## config.mk

```make
export PLATFORM = sky130hd
export DESIGN_NAME = march_elem_gen
export DESIGN_NICKNAME = d
export VERILOG_FILES = /design/src/rtl/march_pkg.sv /design/src/rtl/march_shape.sv /design/src/rtl/march_cmp.sv /design/src/rtl/march_elem_gen.sv
export SDC_FILE = /design/constraint.sdc
export NUM_CORES = 1
export LEC_CHECK = 0
export CORE_MARGIN = 1.5
export CORE_UTILIZATION = 41
export CTS_CLUSTER_SIZE = 14
export DETAILED_ROUTE_END_ITERATION = 7
export GPL_TIMING_DRIVEN = 0
export PLACE_DENSITY = 0.72
export SKIP_CTS_REPAIR_TIMING = 1
export SLEW_MARGIN = 10
export SYNTH_ARGS = -nofsm -noshare
export SYNTH_HDL_FRONTEND = slang
export SYNTH_SLANG_ARGS = --single-unit
```

## constraint.sdc

```tcl
create_clock -name clk -period 4.6 [get_ports clk]
set_input_delay 0.92 -clock clk [delete_from_list [all_inputs] [get_ports clk]]
set_output_delay 0.92 -clock clk [all_outputs]
set_load 0.01 [all_outputs]
```

## src/rtl/march_pkg.sv

```systemverilog
package march_pkg;

    typedef enum logic [1:0] {
        ST_IDLE = 2'd0,
        ST_RUN  = 2'd1,
        ST_HALT = 2'd2
    } state_t;

    localparam int          CMD_W   = 5;
    localparam logic [2:0]  OP_INIT = 3'b010;

    // per-address operation list: index of the last step and write flags
    typedef struct packed {
        logic [1:0] last_step;
        logic [3:0] wmask;
    } shape_t;

endpackage

```

## src/rtl/march_shape.sv

```systemverilog
module march_shape
    import march_pkg::*;
(
    input  logic [2:0] op,
    output shape_t     shape
);

    always_comb begin
        case (op)
            3'b000:  shape = '{last_step: 2'd3, wmask: 4'b0101};
            3'b001:  shape = '{last_step: 2'd0, wmask: 4'b0001};
            3'b011:  shape = '{last_step: 2'd1, wmask: 4'b0001};
            3'b100:  shape = '{last_step: 2'd1, wmask: 4'b0010};
            3'b101:  shape = '{last_step: 2'd0, wmask: 4'b0000};
            3'b110:  shape = '{last_step: 2'd2, wmask: 4'b0010};
            3'b111:  shape = '{last_step: 2'd3, wmask: 4'b0010};
            default: shape = '{last_step: 2'd0, wmask: 4'b0000};
        endcase
    end

endmodule

```

## src/rtl/march_cmp.sv

```systemverilog
module march_cmp #(
    parameter int DATA_W = 8
) (
    input  logic [DATA_W-1:0] rdata,
    input  logic              exp_bit,
    output logic [DATA_W-1:0] syn,
    output logic              mismatch
);

    for (genvar b = 0; b < DATA_W; b++) begin : g_bit
        assign syn[b] = rdata[b] ^ exp_bit;
    end

    assign mismatch = |syn;

endmodule

```

## src/rtl/march_elem_gen.sv

```systemverilog
module march_elem_gen
    import march_pkg::*;
#(
    parameter int DEPTH  = 16,
    parameter int DATA_W = 8,
    localparam int AW    = (DEPTH > 1) ? $clog2(DEPTH) : 1
) (
    input  logic              clk,
    input  logic              rst_n,
    input  logic              cmd_valid,
    output logic              cmd_ready,
    input  logic [CMD_W-1:0]  cmd_word,
    input  logic              resume,
    output logic              mem_en,
    output logic              mem_we,
    output logic [AW-1:0]     mem_addr,
    output logic [DATA_W-1:0] mem_wdata,
    input  logic [DATA_W-1:0] mem_rdata,
    output logic              fault_valid,
    output logic [AW-1:0]     fault_addr,
    output logic [DATA_W-1:0] fault_syn,
    output logic              test_finish
);

    localparam logic [AW-1:0] ADDR_TOP = AW'(DEPTH - 1);

    typedef struct packed {
        state_t            state;
        logic [2:0]        op;
        logic              dir;
        logic              bg;
        logic [AW-1:0]     addr;
        logic [1:0]        step;
        logic              val;
        logic              chk;
        logic              done;
        logic [AW-1:0]     fault_addr;
        logic [DATA_W-1:0] syn;
        logic              fin;
    } regs_t;

    regs_t r_q, r_d;

    shape_t            shape;
    logic [DATA_W-1:0] cmp_syn;
    logic              cmp_bad;

    march_shape u_shape (
        .op    (r_q.op),
        .shape (shape)
    );

    march_cmp #(.DATA_W(DATA_W)) u_cmp (
        .rdata    (mem_rdata),
        .exp_bit  (r_q.val),
        .syn      (cmp_syn),
        .mismatch (cmp_bad)
    );

    logic          d0, cur, wrap, at_end;
    logic [1:0]    step_nx;
    logic [AW-1:0] addr_nx, addr_end;

    always_comb begin
        d0       = shape.wmask[0] ? ~r_q.bg : r_q.bg;
        cur      = (r_q.step == 2'd0) ? d0 : r_q.val;
        addr_end = r_q.dir ? '0 : ADDR_TOP;
        wrap     = (r_q.step == shape.last_step);
        at_end   = wrap && (r_q.addr == addr_end);
        step_nx  = wrap ? 2'd0 : r_q.step + 2'd1;
        if (!wrap)
            addr_nx = r_q.addr;
        else if (r_q.dir)
            addr_nx = r_q.addr - AW'(1);
        else
            addr_nx = r_q.addr + AW'(1);
    end

    always_comb begin
        r_d       = r_q;
        r_d.fin   = 1'b0;
        mem_en    = 1'b0;
        mem_we    = 1'b0;
        mem_addr  = r_q.addr;
        mem_wdata = '0;
        case (r_q.state)
            ST_IDLE: begin
                if (cmd_valid) begin
                    if (cmd_word[4:2] == OP_INIT) begin
                        r_d = '0;
                    end else begin
                        r_d.state = ST_RUN;
                        r_d.op    = cmd_word[4:2];
                        r_d.dir   = cmd_word[1];
                        r_d.bg    = cmd_word[0];
                        r_d.addr  = cmd_word[1] ? ADDR_TOP : '0;
                        r_d.step  = 2'd0;
                        r_d.chk   = 1'b0;
                        r_d.done  = 1'b0;
                    end
                end
            end
            ST_RUN: begin
                if (!r_q.chk) begin
                    mem_en = 1'b1;
                    if (shape.wmask[r_q.step]) begin
                        mem_we    = 1'b1;
                        mem_wdata = {DATA_W{~cur}};
                        r_d.val   = ~cur;
                        r_d.step  = step_nx;
                        r_d.addr  = addr_nx;
                        if (at_end) begin
                            r_d.state = ST_IDLE;
                            r_d.fin   = 1'b1;
                        end
                    end else begin
                        r_d.val = cur;
                        r_d.chk = 1'b1;
                    end
                end else begin
                    r_d.chk  = 1'b0;
                    r_d.step = step_nx;
                    r_d.addr = addr_nx;
                    if (cmp_bad) begin
                        r_d.state      = ST_HALT;
                        r_d.fault_addr = r_q.addr;
                        r_d.syn        = cmp_syn;
                        r_d.done       = at_end;
                    end else if (at_end) begin
                        r_d.state = ST_IDLE;
                        r_d.fin   = 1'b1;
                    end
                end
            end
            ST_HALT: begin
                if (resume) begin
                    r_d.done = 1'b0;
                    if (r_q.done) begin
                        r_d.state = ST_IDLE;
                        r_d.fin   = 1'b1;
                    end else begin
                        r_d.state = ST_RUN;
                    end
                end
            end
            default: r_d.state = ST_IDLE;
        endcase
    end

    always_ff @(posedge clk) begin
        if (!rst_n) r_q <= '0;
        else        r_q <= r_d;
    end

    assign cmd_ready   = (r_q.state == ST_IDLE);
    assign fault_valid = (r_q.state == ST_HALT);
    assign fault_addr  = r_q.fault_addr;
    assign fault_syn   = r_q.syn;
    assign test_finish = r_q.fin;

    AST_CMD_LOCKED: assert property (@(posedge clk) disable iff (!rst_n)
        (r_q.state != ST_IDLE) |=> ($stable(r_q.op) && $stable(r_q.dir) && $stable(r_q.bg)));
    AST_ADDR_RANGE: assert property (@(posedge clk) disable iff (!rst_n)
        mem_en |-> (mem_addr <= ADDR_TOP));
    AST_CHECK_AFTER_READ: assert property (@(posedge clk) disable iff (!rst_n)
        r_q.chk |-> $past(mem_en && !mem_we));
    AST_HALT_QUIET: assert property (@(posedge clk) disable iff (!rst_n)
        fault_valid |-> !mem_en);
    AST_HALT_HOLD: assert property (@(posedge clk) disable iff (!rst_n)
        (fault_valid && !resume) |=> (fault_valid && $stable(fault_addr)));
    AST_FIN_PULSE: assert property (@(posedge clk) disable iff (!rst_n)
        test_finish |=> !test_finish);
    AST_FIN_IDLE: assert property (@(posedge clk) disable iff (!rst_n)
        test_finish |-> cmd_ready);

endmodule

```

After elaboration in Yosys (flattened, before gate mapping)
Cells that the tools add are included.
Widths: inputs -> output; s select.
- output and inout bits: 29
- bits of input ports: 17
- bits in registers: 29
- word-level logic and storage cells: 105
- reductions and logical operators: 14
- bitwise logic cells: 10
- mux-type cells: 48
- eq/ne operators: 17
- order comparisons: 1
- add/sub/neg operators: 3
- operators by type and width (cell ; number):
    $mux 13 ; 3
    $pmux 6 s6 ; 1
    $mux 29 ; 1
    $mux 8 ; 3
    $pmux 12 s2 ; 1
    $mux 1 ; 21
    $mux 4 ; 4
    $pmux 8 s2 ; 1
    $mux 12 ; 1
    $mux 2 ; 6
    $mux 6 ; 2
    $ne 2x2->1 const B ; 5
    $reduce_and 5->1 ; 2
    $eq 3x3->1 const B ; 3
    $reduce_or 8->1 ; 1
    $xor 1x1->1 ; 8
    $eq 3x2->1 const B ; 2
    $pmux 1 s3 ; 2
    $pmux 2 s3 ; 1
    $reduce_and 3->1 ; 2
    $add 4x1->4 const B ; 1
    $eq 4x4->1 ; 1
    $logic_not 2->1 ; 2
    $reduce_and 2->1 ; 2
    other kinds (16) ; 17

Logic depth before layout (Yosys ltp)
- depth after elaboration: 8
- mapped depth: 10
- mapped depth without buffers: 9

Cells and area by module
Synthesis repeated with hierarchy kept, for this count alone.
- cells, all modules: 242
- area total of the unflattened synthesis: 2020.7 µm²
- modules (own cells, without submodules) (module ; times used ; area each (µm²) ; cells each):
    march_elem_gen ; 1 ; 1786.7 ; 213
    march_shape ; 1 ; 118.9 ; 15
    march_cmp ; 1 ; 115.1 ; 14

Worst setup path after synthesis
Ideal clock, no wire load.
- path kind: register to output
- start: reg r_q[16] in the netlist's numbering
- end: out mem_wdata[1]
- path slack: 1.860 ns
- cell stages (with the launch flop): 9
- data arrival time: 1.820 ns
- path through: dfxtp_1 -> buf_6 -> or3b_1 -> a21oi_1 -> nor2_1 -> inv_1 -> ha_1 -> and2_1 -> buf_4
- longest elaborated chain between the ends: 6
- elaborated cells on any way between the ends: 8
- those cells by class: mux: 6; bitwise: 1; reduce/logical: 1
- RTL lines (element ; RTL line ; source):
    start, declared ; march_elem_gen.sv:42 ; regs_t r_q, r_d;
    start signal, assigned ; march_elem_gen.sv:152 ; else r_q <= r_d;
    branches (longest 3 deep; another with $bmux 1 s2) ; -- ;
    $mux 8 (*) ; march_elem_gen.sv:106 ; if (shape.wmask[r_q.step]) begin
    $mux 8 (*) ; march_elem_gen.sv:104 ; if (!r_q.chk) begin
    $mux 8 (*) ; march_elem_gen.sv:86 ; case (r_q.state)
    end, declared ; march_elem_gen.sv:17 ; output logic [DATA_W-1:0] mem_wdata,
Every way passes the cells marked *. The select of a mux whose other input is x is not followed.

Worst setup path in the final report
- start: reg r_q[25] in the netlist's numbering
- end: out mem_wdata[4]
- longest elaborated chain between the ends: 8
- elaborated cells on any way between the ends: 15
- those cells by class: eq/ne: 5; mux: 8; bitwise: 1; reduce/logical: 1
- RTL lines (element ; RTL line ; source):
    $eq 3x3->1 (tied with other cells) ; march_shape.sv:9 ; case (op)
    $pmux 6 s6 (*) ; march_shape.sv:9 ;
    branches (longest 3 deep; another with $bmux 1 s2) ; -- ;
    $mux 8 (*) ; march_elem_gen.sv:106 ;
    $mux 8 (*) ; march_elem_gen.sv:104 ;
    $mux 8 (*) ; march_elem_gen.sv:86 ;
Marked as above.

==> results by group <==
Clock tree
  • Htree depth: 2
  • CTS sink cnt: 29
  • Buffer levels on the longest clock path: 2
  • Root Buffer: clkbuf_8
  • Clk_lat worst skew: 0.28 ns
  • Clock slew at reported path FFs: 0.06 ns
  • CTS tree: yes
  • Clock buffer count from CTS: 5

Timing
  • Actual transition at the worst max-transition pin: 0.598 ns
  • Setup total negative slack: 0 ns
  • Fin crit period: 3.72 ns
  • Max-slew violations: 0
  • Crit share post-route: 80.9%
  • Slew margin rel.: 59.8%
  • Hold Slack: 0.458 ns
  • RSZ-0062 raised after global routing: false
  • Final hold violations: 0
  • Clk_skew: 0.00682 ns
  • Fmax: 269 MHz
  • Final setup fails: 0

Die
  • Initial Util: 42.9%
  • Core ar.: 0.00479 mm2
  • Width of the chip: 73.8 um
  • Num rows: 25
  • IO Pins: 46
  • Die Ht: 73.8 um
  • Total die area: 0.00544 mm2

Route
  • Drt via density: 5.07
  • Wirelength per Cell: 12.5 um
  • TritonRoute pass-1 iters: 4
  • DR DRC count: 0
  • DR vias: 1,872
  • Antenna Violating Nets Remaining: 0
  • Routed Wire Length: 4610 um
  • Initial DRC Count: 88

Pwr
  • Total chip power: 715 uW
  • Worst VDD drop: 0.199 mV
  • Power Density: 266 mW/mm2
  • Lkg Pwr: 1.08 nW

Worst setup path
  • Worst setup SP type: register
  • Critical-path top delay cell: clkdlybuf4s50_1
  • R2R depth: 7
  • Crit end category: output pin
  • Crit path cell chain: clkbuf_2 -> or3_1 -> a21oi_1 -> nor2_1 -> inv_1 -> ha_1 -> and2_1 -> buf_4 -> clkdlybuf4s50_1
  • Largest stage delay, worst path: 0.52 ns
  • FF-to-FF Start: r_q[28]
  • Critical Path RT: 3.68 ns
  • CP Max Fanout: 9
  • Crit path kind: reg2out
  • WP data arrival: 2.80 ns
  • Reg-to-reg critical path endpoint: r_q[17]
  • Reg2Reg Setup Slack: 2.48 ns

Cells and area
  • Diodes inserted: 0
  • Final net count: 328
  • Fill count: 458
  • Footprint of the multi-input gates: 0.00118 mm2
  • Share of cells above drive strength 1: 14.9%
  • Area growth, synth to finish: 31.1%
  • FF/Latch Area: 581 um2

Placement
  • Post-DP HPWL: 3450 um
  • GP Congestion: 0.874
  • IO Port Bufs: 45

Flow run
  • Max_cap viols: 0

Logic synthesis
  • Synth Net Count: 276
  • Post-synthesis cell type count: 50
  • Post-synthesis sequential area ratio: 28.3%
  • Ys flop type: dfxtp_1
  • Most area-consuming cells after synthesis: dfxtp_1 28%, buf_4 8.4%, mux2i_1 8.3%, nand2_1 6.9%, ha_1 4.9%
  • Post-Syn Area: 0.00205 mm2
  • Post-Syn Instances: 250
  • Synth warn: 0
  • Area share of the largest cell type after synthesis: 28.3%
  • Number of synthesized flops with an enable pin: 0
  • Post-synthesis register bit count: 29
  • Syn Area/Cell: 8.21 um2
  • Post-synth ARST share: 0%
  • Cell taking the most area after synthesis: dfxtp_1

Worst hold path
  • Hold Path Class: reg2reg
  • Hold path depth: 2
  • HP Start: fault_syn[0]
  • Hold EP: fault_syn[0]

GRT
  • First-pass GRT wire length: 7580 um
  • Largest net degree at the start of global routing: 11
  • GRT overflow: 0
  • Antenna violations before repair: 0
  • GR Util All Layers: 18.3%
  • Number of global-route vias before repair: 1,659

Outcome
  • Outcome: completed
==> kinds of logic after synthesis <==
family | share of synthesized area, %
AOI/OAI and AO/OA | 14.3
muxes | 8.29
xor gates and xnor gates | 5.97
adders and majority gates | 5.85
and+or+nand+nor | 23.2
buffers and inverters | 14.1
DFF | 28.3
==> per-stage QoR <==
stage / utilization [%] / cells / area [um2] / setup WS (ns)
after detailed placement: 54.1 / 362 / 2590 / 1.20
after floorplan: - / 250 / 2050 / 1.86
final: 56.2 / 369 / 2690 / 0.878
after CTS: 56.2 / 369 / 2690 / 0.881
after global routing: 56.2 / 369 / 2690 / 0.625
after global placement: 54.1 / 362 / 2590 / 1.22
==> cell usage in the layout (no fill, tap or decap), drive strengths merged, types with 3 or more instances in the layout <==
cell type / n
clkbuf: 14
o221a: 4
and2: 6
dfxtp: 29
xnor2: 4
mux2i: 17
a21oi: 14
nand2: 38
xor2: 10
o21ai: 4
nand4: 4
clkdlybuf4s50: 45
nand3: 4
nor2: 13
nor3: 3
or3b: 3
inv: 9
buf: 29
nor2b: 5
nand2b: 4
ha: 8
==> synthesized netlist by cell type (3+ instances only) <==
library cell	number
buf_6	3
o21ai_0	4
clkbuf_1	8
nand2_1	38
nand3_1	4
buf_4	23
nor3_1	3
inv_1	9
mux2i_1	17
nand4_1	4
nor2_1	13
a21oi_1	13
xnor2_1	4
nor2b_1	5
xor2_1	10
o221a_2	4
ha_1	8
and2_1	6
nand2b_1	4
dfxtp_1	29
==> power breakdown <==
group	switching (mW)	total, mW	internal [mW]
clock	0.0988	0.256	0.157
sequential	0.0126	0.275	0.262
combinational	0.0907	0.184	0.0935
total	0.202	0.715	0.513
==> worst max path at each step <==
stage	slack, ns	start	end
final	0.88	r_q[25]	mem_wdata[4]
after CTS	0.88	r_q[25]	mem_wdata[3]
after global placement	1.22	r_q[16]	mem_wdata[4]
after global routing	0.63	r_q[25]	mem_wdata[4]
after detailed placement	1.20	r_q[25]	mem_wdata[3]
after floorplan	1.86	r_q[16]	mem_wdata[1]
==> layout make-up <==
type / count / share of cell area, %
Buffer: 38 / 9.48
Multi-Input combinational cell: 174 / 44.0
Timing Repair Buffer: 45 / 16.7
Tap cell: 67 / 3.11
Clock buffer: 5 / 2.56
Clock inverter: 2 / 1.30
Inverter: 9 / 1.26
Sequential cell: 29 / 21.6
==> sequential cells by signal, summed over array words and instances, names as in the netlist <==
| signal | flops |
|---|---|
| fault_syn | 8 |
| r_q | 12 |
| test_finish | 1 |
| fault_addr | 4 |
| mem_addr | 4 |
==> critical path, delay by kind of cell (launching register included) <==
family / cells / cell delay, ns
AO/OA/AOI/OAI: 1 / 0.34
adder cells (fa/ha/maj): 1 / 0.13
buffers and inverters: 4 / 0.92
flip-flops: 1 / 0.30
AND/OR/NAND/NOR: 3 / 0.81
==> metal layers <==
metal  wire (um)  global-route usage, %  vias up
li1            -                      -      936
met3         240                   4.53        9
met5           0                      0        -
met4         106                   7.82        0
met2        2160                   29.4       57
met1        2110                   23.1      870
(Power assumes the default switching activity.)
